**config.mk**
```make
export PLATFORM = sky130hd
export DESIGN_NAME = dbg_entry_unit
export DESIGN_NICKNAME = d
export VERILOG_FILES = /design/src/rtl/dbg_entry_pkg.sv /design/src/rtl/dbg_ibp_bank.sv /design/src/rtl/dbg_event_arb.sv /design/src/rtl/dbg_capture_regs.sv /design/src/rtl/dbg_entry_unit.sv
export SDC_FILE = /design/constraint.sdc
export NUM_CORES = 1
export LEC_CHECK = 0
export BUFFER_PORTS_ARGS = -buffer_cell sky130_fd_sc_hd__buf_2
export CORE_ASPECT_RATIO = 1.1
export CORE_MARGIN = 2
export CORE_UTILIZATION = 45
export DETAILED_ROUTE_END_ITERATION = 16
export PLACE_DENSITY_LB_ADDON = 0.15
export SYNTH_ARGS = -nofsm -noshare
export SYNTH_HDL_FRONTEND = slang
export SYNTH_SLANG_ARGS = --single-unit
```
**constraint.sdc**
```tcl
create_clock -name clk -period 1.9 [get_ports clk]
set_clock_uncertainty 0.1 [all_clocks]
set_input_delay 0.19 -clock clk [delete_from_list [all_inputs] [get_ports clk]]
set_output_delay 0.19 -clock clk [all_outputs]
set_load 0.02 [all_outputs]
```
**src/rtl/dbg_entry_pkg.sv**
```systemverilog
package dbg_entry_pkg;

  // register select codes on the write port
  localparam logic [2:0] SEL_DSR = 3'd0;
  localparam logic [2:0] SEL_FSR = 3'd1;
  localparam logic [2:0] SEL_FAR = 3'd2;
  localparam int unsigned SEL_IBP_BASE = 4;

  // reason codes placed in debug status [4:2]
  localparam logic [2:0] MOE_IBP  = 3'b001;
  localparam logic [2:0] MOE_DBP  = 3'b010;
  localparam logic [2:0] MOE_BKPT = 3'b011;

  // fault status values
  localparam logic [15:0] FS_EXT_ABORT = 16'h0400;
  localparam logic [15:0] FS_XFER      = 16'h0001;

  typedef enum logic [2:0] {
    EV_NONE = 3'd0,
    EV_IBP  = 3'd1,
    EV_SWBP = 3'd2,
    EV_PABT = 3'd3,
    EV_DABT = 3'd4
  } dbg_event_e;

endpackage

```
**src/rtl/dbg_ibp_bank.sv**
```systemverilog
module dbg_ibp_bank #(
  parameter int unsigned AW      = 32,
  parameter int unsigned NUM_IBP = 2,
  parameter int unsigned SELW    = 3
) (
  input  logic            clk,
  input  logic            rst,
  input  logic            wr_en,
  input  logic [SELW-1:0] wr_sel,
  input  logic [AW-1:0]   wr_data,
  input  logic            pc_valid,
  input  logic [AW-3:0]   pc_word,
  output logic            hit
);
  import dbg_entry_pkg::*;

  logic [NUM_IBP-1:0] match;
  logic [NUM_IBP-1:0] unused_bit1;

  for (genvar i = 0; i < NUM_IBP; i++) begin : g_bp
    localparam logic [SELW-1:0] MY_SEL = SELW'(SEL_IBP_BASE + i);
    logic [AW-1:0] bp_q;

    always_ff @(posedge clk) begin
      if (rst)
        bp_q <= '0;
      else if (wr_en && wr_sel == MY_SEL)
        bp_q <= wr_data;
    end

    assign match[i]       = bp_q[0] && (bp_q[AW-1:2] == pc_word);
    assign unused_bit1[i] = bp_q[1];
  end

  logic unused_ok;
  assign unused_ok = ^unused_bit1;

  assign hit = pc_valid && (|match);

endmodule

```
**src/rtl/dbg_event_arb.sv**
```systemverilog
module dbg_event_arb (
  input  logic                       dbg_en,
  input  logic                       ibp_hit,
  input  logic                       swbp_evt,
  input  logic                       pabt_evt,
  input  logic                       dabt_evt,
  output dbg_entry_pkg::dbg_event_e  kind
);
  import dbg_entry_pkg::*;

  always_comb begin
    kind = EV_NONE;
    if (dbg_en) begin
      if (ibp_hit)       kind = EV_IBP;
      else if (swbp_evt) kind = EV_SWBP;
      else if (pabt_evt) kind = EV_PABT;
      else if (dabt_evt) kind = EV_DABT;
    end
  end

endmodule

```
**src/rtl/dbg_capture_regs.sv**
```systemverilog
module dbg_capture_regs #(
  parameter int unsigned AW   = 32,
  parameter int unsigned SELW = 3
) (
  input  logic                       clk,
  input  logic                       rst,
  input  dbg_entry_pkg::dbg_event_e  kind,
  input  logic [AW-1:0]              swbp_addr,
  input  logic [AW-1:0]              pabt_addr,
  input  logic [AW-1:0]              dabt_addr,
  input  logic                       wr_en,
  input  logic [SELW-1:0]            wr_sel,
  input  logic [AW-1:0]              wr_data,
  output logic                       trap_q,
  output logic [AW-1:0]              dsr_q,
  output logic [AW-1:0]              fsr_q,
  output logic [AW-1:0]              far_q
);
  import dbg_entry_pkg::*;

  localparam logic [SELW-1:0] S_DSR = SELW'(SEL_DSR);
  localparam logic [SELW-1:0] S_FSR = SELW'(SEL_FSR);
  localparam logic [SELW-1:0] S_FAR = SELW'(SEL_FAR);

  logic          is_entry;
  logic          is_fault;
  logic [2:0]    moe;
  logic [AW-1:0] fs_val;
  logic [AW-1:0] fa_val;
  logic [AW-1:0] dsr_entry;

  always_comb begin
    is_entry = 1'b0;
    is_fault = 1'b0;
    moe      = MOE_IBP;
    fs_val   = '0;
    fa_val   = '0;
    unique case (kind)
      EV_IBP: begin
        is_entry = 1'b1;
        moe      = MOE_IBP;
      end
      EV_SWBP: begin
        is_entry = 1'b1;
        is_fault = 1'b1;
        moe      = MOE_BKPT;
        fs_val   = AW'(FS_EXT_ABORT);
        fa_val   = swbp_addr;
      end
      EV_PABT: begin
        is_fault = 1'b1;
        fs_val   = AW'(FS_EXT_ABORT);
        fa_val   = pabt_addr;
      end
      EV_DABT: begin
        is_fault = 1'b1;
        fs_val   = AW'(FS_XFER);
        fa_val   = dabt_addr;
      end
      default: ;
    endcase
  end

  assign dsr_entry = {dsr_q[AW-1:5], moe, dsr_q[1:0]};

  always_ff @(posedge clk) begin
    if (rst) begin
      trap_q <= 1'b0;
      dsr_q  <= '0;
      fsr_q  <= '0;
      far_q  <= '0;
    end else begin
      trap_q <= is_entry;

      if (is_entry)
        dsr_q <= dsr_entry;
      else if (wr_en && wr_sel == S_DSR)
        dsr_q <= wr_data;

      if (is_fault)
        fsr_q <= fs_val;
      else if (wr_en && wr_sel == S_FSR)
        fsr_q <= wr_data;

      if (is_fault)
        far_q <= fa_val;
      else if (wr_en && wr_sel == S_FAR)
        far_q <= wr_data;
    end
  end

endmodule

```
**src/rtl/dbg_entry_unit.sv**
```systemverilog
module dbg_entry_unit #(
  parameter int unsigned AW      = 32,
  parameter int unsigned NUM_IBP = 2,
  parameter int unsigned SELW    = 3
) (
  input  logic            clk,
  input  logic            rst,
  input  logic            pc_valid,
  input  logic [AW-1:0]   pc,
  input  logic            swbp_evt,
  input  logic [AW-1:0]   swbp_addr,
  input  logic            pabt_evt,
  input  logic [AW-1:0]   pabt_addr,
  input  logic            dabt_evt,
  input  logic [AW-1:0]   dabt_addr,
  input  logic            wr_en,
  input  logic [SELW-1:0] wr_sel,
  input  logic [AW-1:0]   wr_data,
  output logic            trap_o,
  output logic [AW-1:0]   dsr_o,
  output logic [AW-1:0]   fsr_o,
  output logic [AW-1:0]   far_o
);
  import dbg_entry_pkg::*;

  logic       ibp_hit;
  dbg_event_e kind;
  logic       unused_pc_low;

  assign unused_pc_low = ^pc[1:0];

  dbg_ibp_bank #(.AW(AW), .NUM_IBP(NUM_IBP), .SELW(SELW)) u_bank (
    .clk      (clk),
    .rst      (rst),
    .wr_en    (wr_en),
    .wr_sel   (wr_sel),
    .wr_data  (wr_data),
    .pc_valid (pc_valid),
    .pc_word  (pc[AW-1:2]),
    .hit      (ibp_hit)
  );

  dbg_event_arb u_arb (
    .dbg_en   (dsr_o[AW-1]),
    .ibp_hit  (ibp_hit),
    .swbp_evt (swbp_evt),
    .pabt_evt (pabt_evt),
    .dabt_evt (dabt_evt),
    .kind     (kind)
  );

  dbg_capture_regs #(.AW(AW), .SELW(SELW)) u_cap (
    .clk       (clk),
    .rst       (rst),
    .kind      (kind),
    .swbp_addr (swbp_addr),
    .pabt_addr (pabt_addr),
    .dabt_addr (dabt_addr),
    .wr_en     (wr_en),
    .wr_sel    (wr_sel),
    .wr_data   (wr_data),
    .trap_q    (trap_o),
    .dsr_q     (dsr_o),
    .fsr_q     (fsr_o),
    .far_q     (far_o)
  );

endmodule

```
Yosys cells after proc, flatten, opt, wreduce, memory -nomap -nowiden:

Cells that the tools add are included.

* register bits: 161
* bits of input ports: 170
* logic and storage cells: 51
* output and inout bits: 97

* eq/ne operators: 10
* reductions and logical operators: 17
* bitwise logic cells: 1
* mux-type cells: 16

Operators with widths (count)
* 32-bit two-way mux: 4
* 32-bit one-hot mux with 3 select lines: 1
* 30-bit equality test: 2
* 11-bit one-hot mux with 2 select lines: 1
* 3-bit two-way mux: 5
* 5-bit two-way mux: 2
* 3-bit by 2-bit equality test with 1-bit output (second input constant): 3
* 3-bit equality test (second input constant): 3
* 1-bit logical AND: 8
* 3-bit by 1-bit equality test with 1-bit output (second input constant): 2
* 2-bit nonzero test: 3
* 2-bit OR reduction: 3
* 3-bit logical NOT: 1
* 3-bit OR reduction: 1
* 1-bit two-way mux: 2
* 2-bit two-way mux: 1
* 2-bit AND reduction: 1
* 1-bit NOT: 1

Longest topological paths before layout:

* word-level depth: 11
* gate-level depth with buffers: 9

Modules after synthesis:

A second synthesis with hierarchy kept.

* cell total of the unflattened synthesis: 922
* area total of the unflattened synthesis: 7661.1 um^2

Modules (own cells, without submodules)
* dbg_capture_regs: instances 1, area each 4817.1 um^2, cells each 562
* dbg_ibp_bank: instances 1, area each 2808.9 um^2, cells each 355
* dbg_event_arb: instances 1, area each 35.0 um^2, cells each 5

Least setup slack after synthesis:

OpenSTA, ideal clock, no wires.

* path type: reg-to-reg
* from: register u_bank.g_bp[1].bp_q[28]
* to: register u_cap.dsr_q[11]
* data required time: 1680 ps
* arrival: 1648 ps
* setup time: 120 ps
* cell stages (with the launch flop): 10
* path buffers: 3
* slack: 33 ps
* path through: dfxtp_1 -> xnor2_1 -> nand4_1 -> nor4_2 -> a22o_2 -> buf_6 -> a31oi_1 -> buf_6 -> buf_6 -> mux2i_1

* longest elaborated chain between the ends: 11
* elaborated cells between the ends (all ways): 12
* classes of those cells: eq/ne (3); mux (3); bitwise (1); reduce/logical (5)

RTL lines
* from (decl): RTL line dbg_ibp_bank.sv:22 `logic [AW-1:0] bp_q;`
* from (signal assigned): RTL line dbg_ibp_bank.sv:28 `bp_q <= wr_data;`
* 30-bit equality test (*): RTL line dbg_ibp_bank.sv:31 `assign match[i] = bp_q[0] && (bp_q[AW-1:2] == pc_word);`
* 1-bit logical AND (*): RTL line dbg_ibp_bank.sv:31
* 2-bit OR reduction (*): RTL line dbg_ibp_bank.sv:38 `assign hit = pc_valid && (|match);`
* 1-bit logical AND (*): RTL line dbg_ibp_bank.sv:38
* 3-bit two-way mux (*): RTL line dbg_event_arb.sv:14 `if (ibp_hit) kind = EV_IBP;`
* 3-bit two-way mux (*): RTL line dbg_event_arb.sv:13 `if (dbg_en) begin`
* 3-bit by 1-bit equality test with 1-bit output / 3-bit by 2-bit equality test with 1-bit output (equally long branches): RTL line dbg_capture_regs.sv:38 `unique case (kind)`
* 2-bit OR reduction (no source line) (*)
* 1-bit two-way mux (*): RTL line dbg_capture_regs.sv:38
* 1-bit NOT (no source line) (*)
* 2-bit AND reduction (no source line) (*)
* to (signal assigned): RTL line dbg_capture_regs.sv:76 `dsr_q <= dsr_entry;`
* to (signal assigned): RTL line dbg_capture_regs.sv:78 `dsr_q <= wr_data;`
* to (decl): RTL line dbg_capture_regs.sv:15 `output logic [AW-1:0] dsr_q,`

Mark *: on every way between the ends. The rest lies on a longest branch, timed or not.
A chain may end at the register's enable or synchronous reset.

Final worst setup path:

* from: register u_bank.g_bp[1].bp_q[2]
* to: register u_cap.far_q[8]

* longest elaborated chain between the ends: 10
* elaborated cells between the ends (all ways): 14
* classes of those cells: eq/ne (4); mux (5); reduce/logical (5)

RTL lines
* 30-bit equality test (*): RTL line dbg_ibp_bank.sv:31
* 1-bit logical AND (*): RTL line dbg_ibp_bank.sv:31
* 2-bit OR reduction (*): RTL line dbg_ibp_bank.sv:38
* 1-bit logical AND (*): RTL line dbg_ibp_bank.sv:38
* 3-bit two-way mux (*): RTL line dbg_event_arb.sv:14
* 3-bit two-way mux (*): RTL line dbg_event_arb.sv:13
* 3-bit by 2-bit equality test with 1-bit output / 3-bit equality test (equally long branches): RTL line dbg_capture_regs.sv:38
* 3-bit OR reduction (no source line)
* 1-bit two-way mux: RTL line dbg_capture_regs.sv:38
* 32-bit two-way mux / 2-bit nonzero test (equally long branches)
* to (signal assigned): RTL line dbg_capture_regs.sv:86 `far_q <= fa_val;`
* to (signal assigned): RTL line dbg_capture_regs.sv:88 `far_q <= wr_data;`
* to (decl): RTL line dbg_capture_regs.sv:17 `output logic [AW-1:0] far_q`

Marks and branches as above.

==> out/results.txt <==
Max_slew headroom: 58.0%
Critical path, cell by cell: xnor2_2 -> nand4_1 -> nor4_4 -> buf_4 -> a22oi_2 -> buf_12 -> buf_4 -> o21ai_1 -> nand4_1
Post-Syn Nets: 1242
Routability cong.: 0.877
Syn avg cell area: 7.95 sq um
Cell area after layout: 11900 sq um
Worst-Skew Late Latency: 0.43 ns
Routed wire length: 30.5 mm
Hold EP: u_cap.far_q[29]
Worst r2r path cells: 9
Worst r2r src: u_bank.g_bp[1].bp_q[2]
Via count: 8948
Slack of the worst reg-to-reg path: -0.26 ns
HPWL reported at the end of detailed placement: 21.1 mm
Initial Util: 46.1%
Slew @ Worst Pin: 0.631 ns
Layout cells sized above 1: 32.7%
Worst Setup End Kind: flip-flop
Mapped Area: 8520 sq um
Crit path kind: flip-flop to flip-flop
Status: finished, violations left
DR vias/cell: 5.58
Final WS setup: -0.263 ns
Final Hold Fails: 0
Post-synth ARST share: 0%
CTS Buf Count: 17
Yosys warning total: 0
CP arrival: 2.37 ns
Root Driver: clkbuf_16
Max Cap Viol: 0
DRC viols: 0
Power per cell area: 689 nW/um^2
Number of enable flip-flop cells after synthesis: 0
Critical path peak fanout: 9
Core area: 18500 sq um
Worst setup SP type: flip-flop
CTS Sinks: 159
DRT antenna net count: 0
IO buf count: 264
Final net count: 1516
Initial antenna violation count: 0
Top cells by area in the synthesized netlist: dfxtp_1, mux2i_1, nand2_1
Sequential-to-total area share from yosys stat: 37.4%
I/O pins: 267
Fill count: 1613
Post-synth top cells: nand2_1, dfxtp_1, a21oi_1
Synth area leader: dfxtp_1
Failing checks: negative setup slack
Worst Path Required: 2.11 ns
DP Cell Count: 1535
Finished Core Util: 64.2%
Synthesized instance count: 1072
Hold Path Depth: 4
Ys flop type: dfxtp_1
Slowest CP cell: nor4_4
Wire length per cell: 19.0 um
Count leader, synth: nand2_1
Die Ht: 148 um
CTS tree: yes
Crit path largest cell delay: 0.36 ns
Die Wd: 135 um
CTS max path bufs: 2
Vias in the first global route: 8502
First-pass GRT wire length: 46.5 mm
Final setup violating endpoints: 97
Flops & latches, synth: 159
Peak supply drop: 655 uV
Die ar.: 20100 sq um
Reg2reg end: u_cap.far_q[8]
Area Overhead vs Synth: 39.2%
Max-slew violation count: 0
DP Area: 10300 sq um
Non-Filler Instances: 1603
Congestion Overflow GR: 0
Synth top area share: 37.4%
Starting DRT DRC Count: 549
Worst hold start: dabt_addr[29]
Reg clk slew, reported paths: 0.07 ns
Min Clock Period, post-route: 2.16 ns
All-layer global routing usage: 29.8%
Unrepaired setup endpoints after global routing: true
H-tree level count: 4
FMAX: 462 MHz
Worst min path class: primary input to flip-flop
Pin count of the biggest net entering global routing: 55
Final period util: 114%
LEAKAGE: 0.00444 uW
Site Rows: 52
Cell variety after synth: 35
Drt pass-1 iters: 5
## where the power goes
| part | switching, uW | leakage [uW] | internal [uW] |
|---|---|---|---|
| clock | 1520 | 0.000291 | 2000 |
| sequential | 51.4 | 0.00129 | 3420 |
| combinational | 696 | 0.00286 | 483 |
## sequential cells by signal, summed over array words and instances, names as in the netlist
name	flops
u_cap.trap_q	1
u_bank.g_bp.bp_q	62
u_cap.fsr_q	32
u_cap.dsr_q	32
u_cap.far_q	32
## final cells by class
class	count	area, sq um	share of cell area, %
Multi-Input combinational cell	804	5420	45.7
Clock buffer	19	443	3.73
Tap cell	243	304	2.56
Clock inverter	13	150	1.27
Antenna cell	1	2.50	0.0211
Timing Repair Buffer	360	2340	19.7
Inverter	4	15.0	0.127
Sequential cell	159	3190	26.9
## worst max-delay path, delay by kind of cell, from the launching register on
kind,cells,cell delay [ns]
XOR/XNOR,1,0.18
AND/OR/NAND/NOR,3,0.69
AO/OA/AOI/OAI,2,0.21
flip-flops,1,0.33
buffers and inverters,3,0.50
## cell usage in the layout, fill, tap and decap left out, types with 2 or more instances in the layout
cell,instances
dlygate4sd3_1,32
nor2_4,2
xnor2_2,8
nor3b_1,31
nand4_1,45
nor4b_1,62
a21oi_4,2
nor2_1,34
buf_6,8
clkbuf_16,19
o21ai_2,23
nand2b_1,3
dfxtp_1,155
xnor2_1,52
buf_12,12
o21ai_1,64
inv_2,2
nor3_2,14
o21ai_0,9
buf_2,263
nand3_1,3
inv_1,2
buf_4,43
inv_6,6
nor4_4,3
mux2i_1,95
bufinv_16,2
nor3_4,18
nand2_1,191
clkinv_2,2
dfxtp_2,4
nor2_2,2
a21oi_1,126
## layer usage
layer | track usage (%) | wire, um | vias up
met5 | 0 | 0 | -
met4 | 12.7 | 1200 | 0
met3 | 5.32 | 2010 | 69
met2 | 48.2 | 14500 | 369
met1 | 39.3 | 12800 | 4154
li1 | - | - | 4356
## how the worst max path moves through the flow
stage | startpoint | end | slack, ns
after global placement | pc[28] | u_cap.far_q[22] | -0.32
after floorplan | u_bank.g_bp[1].bp_q[28] | u_cap.dsr_q[11] | 0.03
after CTS | u_bank.g_bp[0].bp_q[23] | u_cap.far_q[29] | -0.22
final | u_bank.g_bp[1].bp_q[2] | u_cap.far_q[8] | -0.26
after detailed placement | pc[28] | u_cap.far_q[27] | -0.42
after global routing | u_bank.g_bp[1].bp_q[2] | u_cap.far_q[8] | -0.39
## per-stage QoR
step | setup TNS, ns | power, uW | hold WS, ns | setup slack [ns]
after floorplan | 0 | 4080 | 0.226 | 0.0325
after global placement | -22.71 | 4590 | 0.339 | -0.324
after detailed placement | -25.02 | 4590 | 0.346 | -0.420
after CTS | -15.82 | 8170 | 0.0622 | -0.224
after global routing | -30.01 | 8420 | 0.0784 | -0.394
final | -19.82 | 8170 | 0.0555 | -0.263
## kinds of logic (layout without fill, tap and decap cells)
family	Yosys count	in the layout	synth area share, %
buf+inv	109	396	5.27
simple gates	413	413	25.8
flops	159	159	37.4
compound gates	236	236	14.3
mux	95	95	11.2
other cells	0	1	0
xor+xnor	60	60	6.17
## repair_timing
item,4_1_cts,5_1_grt
resized for setup,147,48
endpoints found under the setup margin,97,97
hold buffers,32,0
gates cloned,2,1
buffers inserted,3,0
pin swaps,31,19
endpoints found under the hold margin,85,0
No activity file was read; power rests on OpenSTA's default activity.
